File: src/rtl/prefix_bit_unit.sv
module prefix_bit_unit (
  input  logic [7:0] sub_op,
  input  logic [7:0] operand,
  input  logic [3:0] flags_in,
  output logic [7:0] result,
  output logic       wr_en,
  output logic [3:0] flags_out,
  output logic [2:0] src_idx
);
  localparam logic [1:0] GRP_SHIFT = 2'd0;
  localparam logic [1:0] GRP_TEST  = 2'd1;
  localparam logic [1:0] GRP_CLR   = 2'd2;
  localparam logic [1:0] GRP_SET   = 2'd3;

  logic [1:0] grp;
  logic [2:0] sel;
  logic [7:0] mask;
  logic [7:0] sh_res;
  logic       sh_cy;
  logic       fill;
  logic       go_left;

  assign grp     = sub_op[7:6];
  assign sel     = sub_op[5:3];
  assign src_idx = sub_op[2:0];
  assign mask    = 8'd1 << sel;

  always_comb begin
    go_left = (sel == 3'd0) || (sel == 3'd2) || (sel == 3'd4);
    case (sel)
      3'd0:    fill = operand[7];
      3'd1:    fill = operand[0];
      3'd2,
      3'd3:    fill = flags_in[0];
      3'd5:    fill = operand[7];
      default: fill = 1'b0;
    endcase
    if (sel == 3'd6) begin
      sh_res = {operand[3:0], operand[7:4]};
      sh_cy  = 1'b0;
    end else if (go_left) begin
      sh_res = {operand[6:0], fill};
      sh_cy  = operand[7];
    end else begin
      sh_res = {fill, operand[7:1]};
      sh_cy  = operand[0];
    end
  end

  always_comb begin
    result    = operand;
    flags_out = flags_in;
    wr_en     = 1'b1;
    case (grp)
      GRP_SHIFT: begin
        result    = sh_res;
        flags_out = {sh_res == 8'h00, 1'b0, 1'b0, sh_cy};
      end
      GRP_TEST: begin
        wr_en     = 1'b0;
        flags_out = {(operand & mask) == 8'h00, 1'b0, 1'b1, flags_in[0]};
      end
      GRP_CLR: result = operand & ~mask;
      GRP_SET: result = operand | mask;
      default: result = operand;
    endcase
  end
endmodule

File: config.mk
export PLATFORM = sky130hd
export DESIGN_NAME = prefix_bit_unit
export DESIGN_NICKNAME = d
export VERILOG_FILES = /design/src/rtl/prefix_bit_unit.sv
export SDC_FILE = /design/constraint.sdc
export NUM_CORES = 1
export LEC_CHECK = 0
export ABC_AREA = 1
export BUFFER_PORTS_ARGS = -buffer_cell sky130_fd_sc_hd__buf_2
export CAP_MARGIN = 25
export CORE_MARGIN = 5
export CORE_UTILIZATION = 53
export DETAILED_ROUTE_END_ITERATION = 10
export GPL_TIMING_DRIVEN = 0
export PLACE_DENSITY_LB_ADDON = 0.05
export SYNTH_ARGS = -nofsm -noshare
export SYNTH_HDL_FRONTEND = slang
export SYNTH_SLANG_ARGS = --single-unit
File: constraint.sdc
create_clock -name vclk -period 2.96
set_clock_uncertainty 0.15 [all_clocks]
set_input_delay 0.444 -clock vclk [all_inputs]
set_output_delay 0.444 -clock vclk [all_outputs]
set_load 0.05 [all_outputs]
## Word level (Yosys, flattened, before mapping)

Cells that the tools add are included.

| storage, ports and cells | value |
|---|---|
| register bits | 0 |
| bits in latches | 0 |
| RAM bits | 0 |
| memory bits (read-only) | 0 |
| input bits | 20 |
| output and inout bits | 16 |
| logic and storage cells | 30 |
| memories | 0 |

| operators by class | value |
|---|---|
| add/subtract/negate cells | 0 |
| multiply operators | 0 |
| divide/modulo/power cells | 0 |
| $lt $le $gt $ge | 0 |
| eq/ne operators | 9 |
| shift operators | 1 |
| muxes and demuxes | 8 |
| bitwise operators | 4 |
| reduce and logical (&&, ||, !) cells | 8 |

Operators with widths:

| operator | count |
|---|---|
| one-hot mux 8 bit (3 select lines) | 1 |
| bitwise AND 8 bit | 2 |
| zero test 8 bit | 2 |
| two-way mux 8 bit | 2 |
| equality test 3 bit (second input constant) | 3 |
| inverter 8 bit | 1 |
| OR 8 bit | 1 |
| one-hot mux 4 bit (2 select lines) | 1 |
| left shift 1 x 3 -> 8 bit (first input constant) | 1 |
| equality test 3 x 2 -> 1 bit (second input constant) | 2 |
| equality test 2 bit (second input constant) | 2 |
| OR reduction 2 bit | 2 |
| equality test 3 x 1 -> 1 bit (second input constant) | 1 |
| zero test 3 bit | 1 |
| two-way mux 1 bit | 3 |
| one-hot mux 1 bit (3 select lines) | 1 |
| equality test 2 x 1 -> 1 bit (second input constant) | 1 |
| zero test 2 bit | 1 |
| logical OR 1 bit | 2 |

## Depth between registers and ports, before layout

Gate-level depths: netlist of the first run.

| logic depth | value |
|---|---|
| word-level depth | 7 |
| gate-level depth with buffers | 10 |

## Worst setup path before layout of the first run

Ideal clock, no wire load.

| timing path | value |
|---|---|
| path type | in2out |
| from | input sub_op[3] |
| to | output result[0] |
| data arrival time | 1.838 ns |
| required time | 2.366 ns |
| path slack | 0.528 ns |
| cell stages on the path | 8 |
| path through | buf_6 nor2_2 nand2_2 nand2_1 nand2_1 nand3_1 nand2_1 o211ai_1 |

| between the ends | value |
|---|---|
| longest elaborated chain between the ends | 6 |

RTL lines:

| element | line | source |
|---|---|---|
| from (decl) | 2 | `input logic [7:0] sub_op,` |
| equality test 3 bit, or another cell as far along | 30 | `case (sel)` |
| OR reduction 2 bit (no line), or another cell as far along | - |  |
| one-hot mux 1 bit (3 select lines) / logical OR 1 bit (equally long branches) | 30, 29 |  |
| two-way mux 8 bit | 41 | `end else if (go_left) begin` |
| two-way mux 8 bit | 38 | `if (sel == 3'd6) begin` |
| one-hot mux 8 bit (3 select lines) * | 54 | `case (grp)` |
| to (decl) | 5 | `output logic [7:0] result,` |

Every way passes the cells marked *; elsewhere a longest branch is shown, timed or not.

## Final worst setup path of the first run

| timing path | value |
|---|---|
| from | input sub_op[5] |
| to | output flags_out[3] |

| between the ends | value |
|---|---|
| longest elaborated chain between the ends | 7 |

RTL lines:

| element | line | source |
|---|---|---|
| equality test 3 bit, or another cell as far along | 30 |  |
| OR reduction 2 bit (no line), or another cell as far along | - |  |
| one-hot mux 1 bit (3 select lines) / logical OR 1 bit (equally long branches) | 30, 29 |  |
| two-way mux 8 bit | 41 |  |
| two-way mux 8 bit | 38 |  |
| zero test 8 bit | 57 | `flags_out = {sh_res == 8'h00, 1'b0, 1'b0, sh_cy};` |
| one-hot mux 4 bit (2 select lines) * | 54 |  |
| to (decl) | 7 | `output logic [3:0] flags_out,` |

Marks and branches as above.

==> results.cfg, run 1 <==
[outcome]
status = finished, final reports clean

[timing]
setup_viol = 0
finalCriticalPeriod_ns = 2.28
hold_viol = 0
relSlewSlack_pct = 71.4
rsz0062_at_grt = false
fin_ws_ns = 0.675
min_period_over_period_pct = 77.2
tns_ns = 0
fmax_ghz = 0.438
finalMaxSlewViolations = 0
tightest_slew_ns = 0.429

[floorplanning]
die_x_microns = 47.3
rows = 13
io_pins = 36
die-area_sq_mm = 0.00223
die_y_microns = 47.3
core_sq_mm = 0.00130
initial_utilization_pct = 56.5

[power_and_ir_drop]
irDropWorstVdd_mv = 0.135
comb_power_share_pct = 100.0
power_frac_clock_pct = 0
p_per_area_mw_per_mm2 = 228
p_int_mw = 0.0578
p_switching_mw = 0.147
seq_power_share_pct = 0
p_sw_share_pct = 71.8
leakage_nw = 0.492

[layout]
diodes = 0
drive_gt1_share_pct = 33.9
final_common_cell = nand2_1
final_util_pct = 69.1
fill_cells = 132
design.seq.count = 0
final_cell_mix = 43 x nand2_1, 29 x buf_2, 13 x nor2_1, 13 x nand3_1, 12 x inv_1
area_growth_pct = 22.3
nets = 187
n_clock_buffer = 0
register_area_sq_um = 0

[detailed_routing]
totalWireLength_mm = 2.37
ant_nets = 0
drtPass1Iterations = 4
viasPerCell = 5.86
wire_per_inst_microns = 13.2
drt_iter0_drc = 53
num_vias = 1054
drc = 0

[clock_tree]
cts_setup_buffers = 0
cts_resized = 0
cts_hold_buf = 0

[placement]
gp_congestion = 0.908
place_ws_ns = 0.702
portBuffers = 29
dp_hpwl_mm = 1.90

[global_routing]
groute.usage.overall_pct = 23.4
gr-total-overflow = 0
grt_antenna_before_repair = 0
grt_max_degree = 11
grt_pass1_wl_mm = 3.97
grt_pass1_vias = 961

[logic_synthesis]
yosysTopAreaCell = nand2_1
synth_cell_types = 26
syn_nets = 156
yosys.area.top_type_share_pct = 21.9
ys_seq_area_share_pct = 0
syn-cell-area_sq_um = 736
netlist_instances = 136
synth_warnings = 0
synthTopCellsByArea = nand2_1 22%, o211ai_1 10%, nand3_1 8.8%, nand3_2 8.2%, nor2_1 6.6%
synth.avg_cell_area_sq_um = 5.41

[worst_setup_path]
crit_slowest_cell = buf_2
crit_fanout = 9
worst_path_dominant_cell_family = simple AND/OR/NAND/NOR gates
critPathKind = input port to output pin
cp_slowest_stage_delay_ns = 0.26
cp_num_buf_inv = 3
path_cells = buf_4, inv_2, nand3_2, nor2_1, nor2_1, nand2_1, a21oi_1, nand3_1, nand3_1, buf_2
critPathArrivalTime_ns = 1.69
cp.required_ns = 2.37
end_kind = output pin
cp-startpoint = sub_op[5]
cp-start-kind = input port

[job]
maxCapViolCount = 0

[worst_hold_path]
hold_class = input port to output pin
min_from = sub_op[2]
==> layout make-up <==
type	count	area (sq um)	area share [%]
inverters	15	58.8	6.54
multi-input cells	111	594	66.1
well taps	15	18.8	2.09
repair buffers	29	145	16.1
plain buffers	10	82.6	9.18
==> stage by stage <==
stage	cell area (sq um)	hold WS, ns	power (mW)	std cells
6_report	900	1.04	0.205	180
5_1_grt	900	1.04	0.219	180
3_3_place_gp	900	1.04	0.200	180
2_1_floorplan	736	0.905	0.154	136
4_1_cts	900	1.04	0.203	180
3_5_place_dp	900	1.04	0.203	180
==> kinds of logic (layout without fill, tap and decap cells) <==
logic type             count (synthesis)  count (layout)  share of synthesized area [%]
and+or+nand+nor                       87              87                           58.5
AOI/OAI and AO/OA                     24              24                           22.3
buffers and inverters                 25              54                           19.2
==> path summary, 6_finish.rpt <==
path | endpoint | cells after the start
setup / recovery | flags_out[3] | 10
hold / removal | src_idx[2] | 2
==> synth_stat cells (2+ instances only) <==
master,n
a21oi_1,3
buf_4,6
buf_6,3
inv_1,12
inv_2,2
nand2_1,43
nand2_2,3
nand3_1,13
nand3_2,6
nand4_1,2
nor2_1,13
nor2_2,2
nor2_4,2
o211ai_1,10
o21ai_0,3
o221ai_1,2
o22ai_1,2
==> power by group through the flow <==
stage,Combinational (mW),Clock (mW),Sequential (mW)
after floorplan,0.154,0,0
after global placement,0.200,0,0
after global routing,0.219,0,0
after detailed placement,0.203,0,0
after CTS,0.203,0,0
final,0.205,0,0
==> metal layers <==
layer / vias up / wire (microns) / share of wire [%] / GRT usage [%]
li1: 516 / - / - / -
met4: 0 / 0 / 0 / 3.31
met1: 475 / 994 / 42 / 31.6
met2: 63 / 1130 / 48 / 40.1
met5: - / 0 / 0 / 0
met3: 0 / 244 / 10 / 2.68
Note: power is estimated with default switching activity, not from simulation.
==> run 2: changes to the inputs <==
--- a/config.mk
+++ b/config.mk
@@ -9,7 +9,7 @@
 export BUFFER_PORTS_ARGS = -buffer_cell sky130_fd_sc_hd__buf_2
 export CAP_MARGIN = 25
 export CORE_MARGIN = 5
-export CORE_UTILIZATION = 53
+export CORE_UTILIZATION = 49
 export DETAILED_ROUTE_END_ITERATION = 10
 export GPL_TIMING_DRIVEN = 0
 export PLACE_DENSITY_LB_ADDON = 0.05
==> constraint.sdc (replaced) <==
create_clock -name vclk -period 2.2
set_clock_uncertainty 0.15 [all_clocks]
set_input_delay 0.33 -clock vclk [all_inputs]
set_output_delay 0.33 -clock vclk [all_outputs]
set_load 0.05 [all_outputs]
==> run 2 against run 1 <==
Effect of this change:
- sequential share of layout area unchanged
- largest power group unchanged
- non-clock buffer count did not move
- global-route usage fell by 4.8 points
- worst setup slack got worse by 0.51 ns
- wire length fell by 1.3%
- critical path depth is 2 lower
- total power increased by 35%
- cell area is 0.97% higher
- flip-flop and latch count unchanged
==> results.cfg, run 2 (synthesis gave the netlist of run 1 again) <==
[outcome]
status = finished, final reports clean

[detailed_routing]
drt_iter0_drc = 43
drc = 0
num_vias = 1013
viasPerCell = 5.60
totalWireLength_mm = 2.34
ant_nets = 0
wire_per_inst_microns = 12.9
drtPass1Iterations = 5

[power_and_ir_drop]
leakage_nw = 0.492
p_per_area_mw_per_mm2 = 304
irDropWorstVdd_mv = 0.173

[global_routing]
gr-total-overflow = 0
groute.usage.overall_pct = 18.6
grt_max_degree = 11
grt_pass1_wl_mm = 3.84
grt_pass1_vias = 871
grt_antenna_before_repair = 0

[worst_hold_path]
min_from = sub_op[2]
hold_class = input port to output pin
hold_depth = 2
min_to = src_idx[2]

[timing]
hold_viol = 0
relSlewSlack_pct = 71.2
rsz0062_at_grt = false
fmax_ghz = 0.492
whs_ns = 0.812
tns_ns = 0
tightest_slew_ns = 0.433
finalCriticalPeriod_ns = 2.03
min_period_over_period_pct = 92.4
setup_viol = 0
finalMaxSlewViolations = 0
fin_ws_ns = 0.167

[layout]
fill_cells = 153
final_cell_mix = 43 x nand2_1, 29 x buf_2, 13 x nor2_1, 13 x nand3_1, 12 x inv_1
drive_gt1_share_pct = 33.9
stdcell_count = 181
diodes = 0
final_common_cell = nand2_1
design.seq.count = 0
n_clock_buffer = 0
nets = 187
area_growth_pct = 23.5
register_area_sq_um = 0

[floorplanning]
rows = 14
die-area_sq_mm = 0.00238
io_pins = 36
die_x_microns = 48.8
die_y_microns = 48.8
initial_utilization_pct = 50.0
core_sq_mm = 0.00147

[worst_setup_path]
crit_fanout = 9
end_kind = output pin
cp.required_ns = 1.72
critPathArrivalTime_ns = 1.55
cp-startpoint = sub_op[5]
critPathKind = input port to output pin
cp-start-kind = input port

[placement]
place_ws_ns = 0.203
place_inst = 181
gp_congestion = 0.935
dp_hpwl_mm = 1.86
portBuffers = 29

[clock_tree]
cts_resized = 0
cts_hold_buf = 0
cts_setup_buffers = 0

[job]
maxCapViolCount = 0
==> run 2: stage by stage <==
step / util [%] / area (sq um) / total power [mW]
2_1_floorplan: - / 743 / 0.209
3_3_place_gp: 61.7 / 908 / 0.272
3_5_place_dp: 61.7 / 908 / 0.274
4_1_cts: 61.7 / 908 / 0.275
5_1_grt: 61.7 / 908 / 0.296
6_report: 61.7 / 908 / 0.276
==> run 2: report_power, final <==
group          internal [mW]  switching (mW)  total [mW]
Combinational         0.0783           0.198       0.276
Sequential                 0               0           0
Clock                      0               0           0
==> run 2: worst max path at each step <==
| stage | cells past startpoint | to | slack, ns |
|---|---|---|---|
| 6_report | 8 | result[0] | 0.17 |
| 5_1_grt | 10 | flags_out[3] | 0.01 |
| 4_1_cts | 10 | flags_out[3] | 0.20 |
| 3_5_place_dp | 10 | flags_out[3] | 0.20 |
| 3_3_place_gp | 11 | flags_out[3] | 0.19 |
| 2_1_floorplan | 8 | result[0] | 0.004 |
==> run 2: final cells by class <==
cell class / count / area (sq um) / area share [%]
Inverter: 15 / 61.3 / 6.75
Timing Repair Buffer: 29 / 145 / 16.0
Buffer: 10 / 82.6 / 9.09
Multi-Input combinational cell: 111 / 599 / 66.0
Tap cell: 16 / 20.0 / 2.20
==> run 2: layer usage <==
layer / share of wire [%] / up-vias / global-route usage (%)
met5: 0 / - / 0
met4: 0.98 / 0 / 0.897
met3: 9.8 / 2 / 1.23
met2: 46 / 51 / 31.1
met1: 43 / 447 / 27.1
li1: - / 513 / -
==> run 2: critical path, stage by stage <==
cell and delay (ns):
buf_4 0.17, nand3_1 0.16, nand2_1 0.12, nand2_1 0.09, nand3_1 0.09, nand2_1 0.08
o211ai_1 0.21, buf_2 0.30
==> run 3: changes to the inputs <==
--- a/config.mk
+++ b/config.mk
@@ -5,7 +5,7 @@
 export SDC_FILE = /design/constraint.sdc
 export NUM_CORES = 1
 export LEC_CHECK = 0
-export ABC_AREA = 1
+export ABC_CLOCK_PERIOD_IN_PS = 2200
 export BUFFER_PORTS_ARGS = -buffer_cell sky130_fd_sc_hd__buf_2
 export CAP_MARGIN = 25
 export CORE_MARGIN = 5
==> run 3 against run 2 <==
Effect of this change:
- the flow now finishes with violations (setup timing)
- final cell count is 4.4% lower
- hold slack better by 0.0011 ns
- total power rose by 28%
- cell area grew 30%
- via count is 8.8% higher
- maximum frequency fell by 20%
- flip-flop and latch count unchanged
- first-iteration DRC count increased by 40%
- sequential share of layout area stayed put
- utilization grew 19 points
- global-route usage up 4.3 points
==> results.cfg, run 3 <==
[worst_setup_path]
cp_num_buf_inv = 3
crit_fanout = 6
cp.required_ns = 1.72
crit_slowest_cell = or4b_4
cp-start-kind = input port
critPathArrivalTime_ns = 2.06
critPathKind = input port to output pin
cp_slowest_stage_delay_ns = 0.55
worst_path_dominant_cell_family = simple AND/OR/NAND/NOR gates
path_cells = buf_6, buf_6, and4b_1, a311oi_2, o211ai_1, or4b_4, o31ai_4, buf_6
path_common_cell = buf_6
end_kind = output pin

[worst_hold_path]
hold_class = input port to output pin
min_to = src_idx[0]
hold_depth = 2
min_from = sub_op[0]

[floorplanning]
die_y_microns = 48.6
initial_utilization_pct = 50.1
core_sq_mm = 0.00145
rows = 14
die-area_sq_mm = 0.00236
die_x_microns = 48.6
io_pins = 36

[global_routing]
grt_antenna_before_repair = 0
met1_usage_pct = 28.2
gr-total-overflow = 0
grtUsageMet2_pct = 42.4
grt_busiest_layer = met2
groute.usage.overall_pct = 22.9
grt_pass1_wl_mm = 4.66
grt_max_degree = 11
grtUsageMet3_pct = 2.45
grt_pass1_vias = 1032

[timing]
finalCriticalPeriod_ns = 2.54
fin_ws_ns = -0.337
finalMaxSlewViolations = 0
min_period_over_period_pct = 115
fmax_ghz = 0.394
relSlewSlack_pct = 71.0
hold_viol = 0
setup_viol = 4
tightest_slew_ns = 0.436
rsz0062_at_grt = true

[logic_synthesis]
synth.avg_cell_area_sq_um = 6.50
yosys.area.top_type_share_pct = 10.3
synth_cell_types = 39
syn_nets = 132
synthTopCellsByArea = o211ai_1 10%, o21ai_0 7.6%, nand2_1 6.2%, nor2_1 4.6%, buf_6 4.6%
yosysTopAreaCell = o211ai_1
synth_top_cells_by_count = 12 x nand2_1, 11 x o21ai_0, 10 x o211ai_1
netlist_instances = 112
ys_seq_area_share_pct = 0
synth_warnings = 0
yosysMostFrequentCell = nand2_1
syn-cell-area_sq_um = 728

[outcome]
violations = setup timing
status = finished, violations left

[layout]
design.seq.count = 0
register_area_sq_um = 0
drive_gt1_share_pct = 48.4
final_cell_mix = 22 x buf_2, 16 x buf_4, 12 x nand2_1, 11 x buf_6, 10 x o211ai_1
diodes = 0
n_clock_buffer = 0
final_common_cell = buf_2
stdcell_count = 173
area_growth_pct = 62.0
nets = 179

[detailed_routing]
num_vias = 1102
drt_iter0_drc = 60
drc = 0
viasPerCell = 6.37
drtPass1Iterations = 4
totalWireLength_mm = 3.07
wire_per_inst_microns = 17.7
ant_nets = 0

[placement]
portBuffers = 33
place_ws_ns = -0.526
gp_congestion = 0.905
place_inst = 161
dp_hpwl_mm = 1.90

[power_and_ir_drop]
p_per_area_mw_per_mm2 = 299
leakage_nw = 0.533
irDropWorstVdd_mv = 0.184

[job]
maxCapViolCount = 0
-- run 3: worst max-delay path by stage --
stage / from / slack (ns) / endpoint / cells past startpoint
after floorplan: sub_op[5] / -0.26 / flags_out[3] / 6
after global placement: sub_op[5] / -0.46 / flags_out[3] / 8
after detailed placement: sub_op[5] / -0.53 / flags_out[3] / 8
after CTS: sub_op[4] / -0.38 / flags_out[3] / 8
after global routing: sub_op[3] / -0.40 / flags_out[3] / 8
final: sub_op[4] / -0.34 / flags_out[3] / 8
-- run 3: kinds of logic after synthesis --
logic type	synth area share, %
AOI/OAI and AO/OA	48.3
muxes	4.12
and+or+nand+nor	34.5
buffers and inverters	13.1
-- run 3: what timing repair did --
item                                    CTS  global route
setup buffers                             9             3
hold buffers                              0             0
gates resized for setup                  24            26
pin swaps                                 9            10
endpoints found under the setup margin    8             9
-- run 3: area by class of cell --
| cell class | count | area (sq um) |
|---|---|---|
| inverter | 1 | 6.26 |
| buffer | 14 | 110 |
| multi-input combinational | 97 | 723 |
| timing repair buffer | 45 | 320 |
| fill | 102 | 274 |
| tap | 16 | 20.0 |
-- run 3: report_power, final --
part           internal [mW]  total [mW]  switching, mW  leakage, nW
combinational          0.135       0.353          0.218        0.533
sequential                 0           0              0            0
clock                      0           0              0            0
total                  0.135       0.353          0.218        0.533
-- run 3: routing by layer --
layer	wire length [microns]	vias up
li1	-	526
met1	1170	494
met2	1530	72
met3	289	10
met4	83	0
met5	0	-
-- run 3: stage by stage --
step	hold WS (ns)	power [mW]	util, %	cell area, sq um	setup TNS (ns)
final	0.813	0.353	81.2	1180	-0.519
after global routing	0.820	0.374	81.2	1180	-0.747
after CTS	0.814	0.316	74.2	1080	-0.461
after floorplan	0.677	0.206	-	744	-0.384
after global placement	0.813	0.275	63.9	930	-1.00
after detailed placement	0.814	0.279	63.9	930	-1.20
